==> config.mk <==
export PLATFORM = sky130hd
export DESIGN_NAME = dispirq_hub
export DESIGN_NICKNAME = d
export VERILOG_FILES = /design/src/rtl/dispirq_pkg.sv /design/src/rtl/dispirq_decode.sv /design/src/rtl/dispirq_enable.sv /design/src/rtl/dispirq_latch.sv /design/src/rtl/dispirq_line.sv /design/src/rtl/dispirq_hub.sv
export SDC_FILE = /design/constraint.sdc
export NUM_CORES = 1
export LEC_CHECK = 0
export CORE_MARGIN = 2
export CORE_UTILIZATION = 45
export DETAILED_ROUTE_END_ITERATION = 7
export HOLD_SLACK_MARGIN = 0.1
export MAX_ROUTING_LAYER = met4
export PLACE_DENSITY = 0.85
export SLEW_MARGIN = 20
export SYNTH_ARGS = -nofsm -noshare
export SYNTH_HDL_FRONTEND = slang
export SYNTH_SLANG_ARGS = --single-unit
export TNS_END_PERCENT = 1
==> constraint.sdc <==
create_clock -name clk -period 5.6 [get_ports clk]
set_input_delay 1.12 -clock clk [delete_from_list [all_inputs] [get_ports clk]]
set_output_delay 1.12 -clock clk [all_outputs]
set_load 0.01 [all_outputs]
==> src/rtl/dispirq_pkg.sv <==
package dispirq_pkg;

  // Byte offsets of the four word registers; software depends on them.
  localparam logic [11:0] OFF_ENABLE = 12'h280;
  localparam logic [11:0] OFF_ACK    = 12'h284;
  localparam logic [11:0] OFF_FILT   = 12'h288;
  localparam logic [11:0] OFF_RAW    = 12'h28C;

  // Register selected by the current address.
  typedef enum logic [2:0] {
    SEL_NONE   = 3'd0,
    SEL_ENABLE = 3'd1,
    SEL_ACK    = 3'd2,
    SEL_FILT   = 3'd3,
    SEL_RAW    = 3'd4
  } reg_sel_e;

  // Source positions in every 16-bit view.
  localparam int unsigned SRC_FRAME_START  = 0;
  localparam int unsigned SRC_NEW_FRAME    = 1;
  localparam int unsigned SRC_ADDR_REPEAT  = 2;
  localparam int unsigned SRC_LINE_A       = 3;
  localparam int unsigned SRC_LINE_B       = 4;
  localparam int unsigned SRC_BUS_ERR      = 5;
  localparam int unsigned SRC_LAYER0_UNDER = 6;
  localparam int unsigned SRC_CURSOR_UNDER = 10;
  localparam int unsigned SRC_POST_EMPTY   = 11;
  localparam int unsigned SRC_FIELD_START  = 12;
  localparam int unsigned SRC_HOLD_ACK     = 13;
  localparam int unsigned SRC_XLATE_FAULT  = 14;
  localparam int unsigned SRC_FETCH_DONE   = 15;

endpackage

==> src/rtl/dispirq_decode.sv <==
module dispirq_decode
  import dispirq_pkg::*;
#(
  parameter int unsigned ADDR_W = 12,
  parameter int unsigned DATA_W = 32,
  localparam int unsigned HALF_W = DATA_W / 2
) (
  input  logic              we,
  input  logic [ADDR_W-1:0] addr,
  input  logic [DATA_W-1:0] wdata,
  output reg_sel_e          sel,
  output logic              en_wr,
  output logic              ack_wr,
  output logic [HALF_W-1:0] wr_mask,
  output logic [HALF_W-1:0] wr_val
);

  always_comb begin
    if (addr == ADDR_W'(OFF_ENABLE))      sel = SEL_ENABLE;
    else if (addr == ADDR_W'(OFF_ACK))    sel = SEL_ACK;
    else if (addr == ADDR_W'(OFF_FILT))   sel = SEL_FILT;
    else if (addr == ADDR_W'(OFF_RAW))    sel = SEL_RAW;
    else                                  sel = SEL_NONE;
  end

  assign en_wr   = we && (sel == SEL_ENABLE);
  assign ack_wr  = we && (sel == SEL_ACK);
  assign wr_mask = wdata[DATA_W-1:HALF_W];
  assign wr_val  = wdata[HALF_W-1:0];

endmodule

==> src/rtl/dispirq_enable.sv <==
module dispirq_enable #(
  parameter int unsigned NSRC = 16
) (
  input  logic            clk,
  input  logic            rst_n,
  input  logic            wr,
  input  logic [NSRC-1:0] mask,
  input  logic [NSRC-1:0] val,
  output logic [NSRC-1:0] en_q
);

  logic [NSRC-1:0] en_d;

  always_comb begin
    en_d = en_q;
    if (wr) en_d = (en_q & ~mask) | (val & mask);
  end

  always_ff @(posedge clk or negedge rst_n) begin
    if (!rst_n) en_q <= '0;
    else        en_q <= en_d;
  end


  en_unselected_hold_chk: assert property (@(posedge clk) disable iff (!rst_n)
    wr |=> (((en_q ^ $past(en_q)) & ~$past(mask)) == '0));


  en_selected_take_chk: assert property (@(posedge clk) disable iff (!rst_n)
    wr |=> (((en_q ^ $past(val)) & $past(mask)) == '0));


  en_idle_stable_chk: assert property (@(posedge clk) disable iff (!rst_n)
    !wr |=> $stable(en_q));

endmodule

==> src/rtl/dispirq_latch.sv <==
module dispirq_latch #(
  parameter int unsigned NSRC = 16
) (
  input  logic            clk,
  input  logic            rst_n,
  input  logic [NSRC-1:0] evt,
  input  logic            ack_wr,
  input  logic [NSRC-1:0] mask,
  input  logic [NSRC-1:0] val,
  output logic [NSRC-1:0] raw_q
);

  logic [NSRC-1:0] kill;
  logic [NSRC-1:0] raw_d;

  assign kill = ack_wr ? (mask & val) : '0;

  for (genvar i = 0; i < NSRC; i++) begin : g_bit
    always_comb begin
      if (evt[i])       raw_d[i] = 1'b1;
      else if (kill[i]) raw_d[i] = 1'b0;
      else              raw_d[i] = raw_q[i];
    end

    always_ff @(posedge clk or negedge rst_n) begin
      if (!rst_n) raw_q[i] <= 1'b0;
      else        raw_q[i] <= raw_d[i];
    end
  end


  evt_sets_chk: assert property (@(posedge clk) disable iff (!rst_n)
    (evt != '0) |=> ((raw_q & $past(evt)) == $past(evt)));


  ack_clears_chk: assert property (@(posedge clk) disable iff (!rst_n)
    (ack_wr && ((mask & val & ~evt) != '0))
      |=> ((raw_q & $past(mask & val & ~evt)) == '0));


  no_ack_no_drop_chk: assert property (@(posedge clk) disable iff (!rst_n)
    !ack_wr |=> ((~raw_q & $past(raw_q)) == '0));

endmodule

==> src/rtl/dispirq_line.sv <==
module dispirq_line #(
  parameter int unsigned NSRC = 16
) (
  input  logic            clk,
  input  logic            rst_n,
  input  logic [NSRC-1:0] filt,
  output logic            irq_q
);

  logic irq_d;

  assign irq_d = |filt;

  always_ff @(posedge clk or negedge rst_n) begin
    if (!rst_n) irq_q <= 1'b0;
    else        irq_q <= irq_d;
  end

endmodule

==> src/rtl/dispirq_hub.sv <==
module dispirq_hub
  import dispirq_pkg::*;
#(
  parameter int unsigned ADDR_W = 12,
  parameter int unsigned DATA_W = 32,
  parameter int unsigned NSRC   = 16
) (
  input  logic              clk,
  input  logic              rst_n,
  input  logic              reg_we,
  input  logic [ADDR_W-1:0] reg_addr,
  input  logic [DATA_W-1:0] reg_wdata,
  output logic [DATA_W-1:0] reg_rdata,
  input  logic [NSRC-1:0]   src_evt,
  output logic              irq_o
);

  localparam int unsigned HALF_W = DATA_W / 2;

  // Asynchronous assert, release on the clock.
  logic [1:0] rst_sync_q;
  logic       rst_int_n;

  always_ff @(posedge clk or negedge rst_n) begin
    if (!rst_n) rst_sync_q <= 2'b00;
    else        rst_sync_q <= {rst_sync_q[0], 1'b1};
  end
  assign rst_int_n = rst_sync_q[1];

  reg_sel_e          sel;
  logic              en_wr;
  logic              ack_wr;
  logic [HALF_W-1:0] wr_mask;
  logic [HALF_W-1:0] wr_val;
  logic [NSRC-1:0]   en_q;
  logic [NSRC-1:0]   raw_q;
  logic [NSRC-1:0]   filt;

  dispirq_decode #(.ADDR_W(ADDR_W), .DATA_W(DATA_W)) u_dec (
    .we      (reg_we),
    .addr    (reg_addr),
    .wdata   (reg_wdata),
    .sel     (sel),
    .en_wr   (en_wr),
    .ack_wr  (ack_wr),
    .wr_mask (wr_mask),
    .wr_val  (wr_val)
  );

  dispirq_enable #(.NSRC(NSRC)) u_en (
    .clk   (clk),
    .rst_n (rst_int_n),
    .wr    (en_wr),
    .mask  (wr_mask[NSRC-1:0]),
    .val   (wr_val[NSRC-1:0]),
    .en_q  (en_q)
  );

  dispirq_latch #(.NSRC(NSRC)) u_lat (
    .clk    (clk),
    .rst_n  (rst_int_n),
    .evt    (src_evt),
    .ack_wr (ack_wr),
    .mask   (wr_mask[NSRC-1:0]),
    .val    (wr_val[NSRC-1:0]),
    .raw_q  (raw_q)
  );

  assign filt = raw_q & en_q;

  dispirq_line #(.NSRC(NSRC)) u_line (
    .clk   (clk),
    .rst_n (rst_int_n),
    .filt  (filt),
    .irq_q (irq_o)
  );

  always_comb begin
    reg_rdata = '0;
    unique case (sel)
      SEL_ENABLE, SEL_ACK: reg_rdata[NSRC-1:0] = en_q;
      SEL_FILT:            reg_rdata[NSRC-1:0] = filt;
      SEL_RAW:             reg_rdata[NSRC-1:0] = raw_q;
      default:             reg_rdata = '0;
    endcase
  end


  irq_follows_pending_chk: assert property (@(posedge clk) disable iff (!rst_int_n)
    ((raw_q & en_q) != '0) |=> irq_o);


  irq_drops_chk: assert property (@(posedge clk) disable iff (!rst_int_n)
    ((raw_q & en_q) == '0) |=> !irq_o);


  reset_quiet_chk: assert property (@(posedge clk)
    !rst_int_n |-> (!irq_o && (en_q == '0) && (raw_q == '0)));


  upper_half_zero_chk: assert property (@(posedge clk) disable iff (!rst_int_n)
    (reg_rdata[DATA_W-1:HALF_W] == '0));

endmodule

==> flow_metrics.tcl <==
set metrics [dict create \
    grt_max_degree 34 \
    max-vdd-ir-drop_mv 0.163 \
    end_kind "output port" \
    endpoint "reg_rdata[13]" \
    netlist_instances 240 \
    clock_latency_ns 0.29 \
    grt_pass1_wl_um 10100 \
    clkPwrFrac_pct 36.6 \
    setup_tns_ns 0 \
    antenna_cells 0 \
    avgSynthCellArea_um2 9.03 \
    crit_path_start_kind "input port" \
    hold_viol 0 \
    via_per_inst 5.79 \
    yosys_warnings 0 \
    finClkSkew_ns 0.00555 \
    wl_per_cell_um 16.7 \
    dr.pass1.iters 4 \
    num_rows 25 \
    ys.flop_type "dfrtp_1" \
    grt_usage_pct 25.2 \
    max_slew_margin_pct 33.9 \
    worstReg2RegEnd "u_line.irq_q$_DFF_PN0_" \
    cts_made_buffers 5 \
    cts_setup_buffers 0 \
    hp-class "reg2async" \
    drt_iter0_markers 195 \
    antenna_found_initial 0 \
    switching_share_pct 24.7 \
    synthDistinctLibCells 31 \
    cts.sinks 35 \
    path_max_fanout 16 \
    ys_seq_area_share_pct 40.4 \
    area_growth_pct 40.6 \
    drv_slew 0 \
    cp_data_arrival_time_ns 3.37 \
    synth_top_area_share_pct 40.4 \
    via_count 2166 \
    synthArstFlopShare_pct 100 \
    htreeDepth 2 \
    syn_area_um2 2170 \
    grt-ovfl-total 0 \
    fin_crit_sh_pct 80.2 \
    io_pins 96 \
    switchingPower_mw 0.137 \
    synth.most_common_cell "nor2_1" \
    tightest_slew_ns 0.984 \
    pwr-share-comb_pct 17.6 \
    power_frac_seq_pct 45.8 \
    cts-resized-gates 0 \
    holdWs_ns 0.272 \
    worst-setup-path-type "in2out" \
    wirelength_um 6260 \
    port-buffer-count 79 \
    nets 382 \
    startpoint "reg_addr[8]" \
    p_int_mw 0.419 \
    clock_path_buffers 2 \
    cts_hold_buffers 0 \
    synth_edf_count 0 \
    place.gp.congestion 0.894 \
    core_um2 4690 \
    cap_violations 0 \
    rsz0062_at_grt "no" \
    antenna_left 0 \
    synth_top_area_cell "dfrtp_1" \
    cts_tree "built" \
    ys_top_cells_by_count "nor2_1, dfrtp_1, inv_1" \
    fmax_ghz 0.223 \
    dp_hpwl_um 4530 \
    clkTransAtPathRegs_ns 0.07 \
    outcome "finished clean" \
    grt_pass1_vias 2061 \
    period_needed_ns 4.49 \
    critPathRequiredTime_ns 4.48 \
    power_density_nw_per_um2 182 \
    start_util_pct 46.2 \
    finalSetupViolCount 0 \
    cts-root-buf "clkbuf_8" \
    die_area_um2 5390 \
    die_w_um 73.4 \
    r2r_cells 3 \
    synth-seq-cells 35 \
    yosys-top-cells-area "dfrtp_1, nor2_1, buf_4" \
    r2r_setup_slack_ns 4.40 \
    fp.dieH_um 73.4 \
    drc 0 \
    layout-drive-gt1-share_pct 7.81 \
    power_leakage_nw 1.21 \
]
==> per-layer routing <==
| layer | share of wire (%) | routed length (um) | track usage [%] | vias up |
|---|---|---|---|---|
| li1 | - | - | - | 1017 |
| met1 | 40 | 2520 | 31.2 | 1039 |
| met2 | 51 | 3220 | 43.1 | 99 |
| met3 | 6.8 | 428 | 3.98 | 11 |
| met4 | 1.4 | 90 | 6.67 | 0 |
| met5 | 0 | 0 | - | - |
==> layout make-up <==
| type | instances | area, um2 |
|---|---|---|
| clock buffers | 8 | 100 |
| fillers | 404 | 1640 |
| well taps | 54 | 67.6 |
| flip-flops and latches | 35 | 876 |
| repair buffers | 85 | 836 |
| inverters | 19 | 71.3 |
| multi-input cells | 173 | 1100 |
==> worst min-delay path by stage <==
stage                                        from                          end  slack (ns)  cells after the start
after detailed placement  rst_sync_q[1]$_DFF_PN0_   u_lat.raw_q[6]$_DFFE_PN0P_        0.28                      1
after floorplan           rst_sync_q[0]$_DFF_PN0_      rst_sync_q[1]$_DFF_PN0_        0.33                      0
after global routing      rst_sync_q[1]$_DFF_PN0_                    async pin        0.33                      1
final                     rst_sync_q[1]$_DFF_PN0_                    async pin        0.27                      1
after global placement    rst_sync_q[1]$_DFF_PN0_  u_lat.raw_q[14]$_DFFE_PN0P_        0.28                      1
after CTS                 rst_sync_q[1]$_DFF_PN0_                    async pin        0.29                      1
==> logic make-up after synthesis <==
logic type,Yosys count,synth area share [%]
AND/OR/NAND/NOR,91,25.8
AO/OA/AOI/OAI,58,18.3
buffers and inverters,47,11.5
flip-flops,35,40.4
multiplexers,7,3.64
other,2,0.346
==> placed cells by master, fill, tap and decap left out <==
cell / instances
buf_4: 6
conb_1: 17
nand4bb_1: 8
o22ai_1: 16
clkbuf_8: 7
o41ai_1: 9
clkbuf_1: 1
mux2_2: 7
clkdlybuf4s50_1: 79
nand4_2: 1
o31ai_1: 9
dfrtp_1: 35
inv_1: 19
nor3_1: 9
nor4_4: 1
a21oi_1: 16
or4bb_1: 1
nand3_1: 1
nor3b_1: 1
nor4bb_1: 7
nand2_1: 7
and2_1: 1
a22o_1: 4
or2_2: 1
nand4_1: 8
nor4b_2: 2
nand3b_1: 1
nor2_1: 40
a221oi_1: 4
or4b_1: 2
==> worst max-delay path: stages <==
cell and delay [ns]:
clkdlybuf4s50_1 0.45, nor4b_2 0.28, buf_4 0.20, nand3_1 0.46
nor2_1 0.30, clkdlybuf4s50_1 0.57
==> power by group through the flow <==
stage	sequential [mW]	clock [mW]	combinational, mW
4_1_cts	0.254	0.205	0.0970
6_report	0.254	0.204	0.0978
5_1_grt	0.254	0.214	0.107
3_5_place_dp	0.259	0	0.0964
2_1_floorplan	0.263	0	0.0409
3_3_place_gp	0.259	0	0.0948
==> per-stage QoR <==
stage          setup slack, ns  power [mW]  util (%)  cell area [um2]  cells
2_1_floorplan             2.06       0.304         -             2220    255
3_3_place_gp              1.07       0.354      62.9             2950    366
3_5_place_dp              1.09       0.356      62.9             2950    366
4_1_cts                   1.08       0.557      65.0             3050    374
5_1_grt                  0.948       0.575      65.0             3050    374
6_report                  1.11       0.556      65.0             3050    374
(Power assumes the default switching activity.)
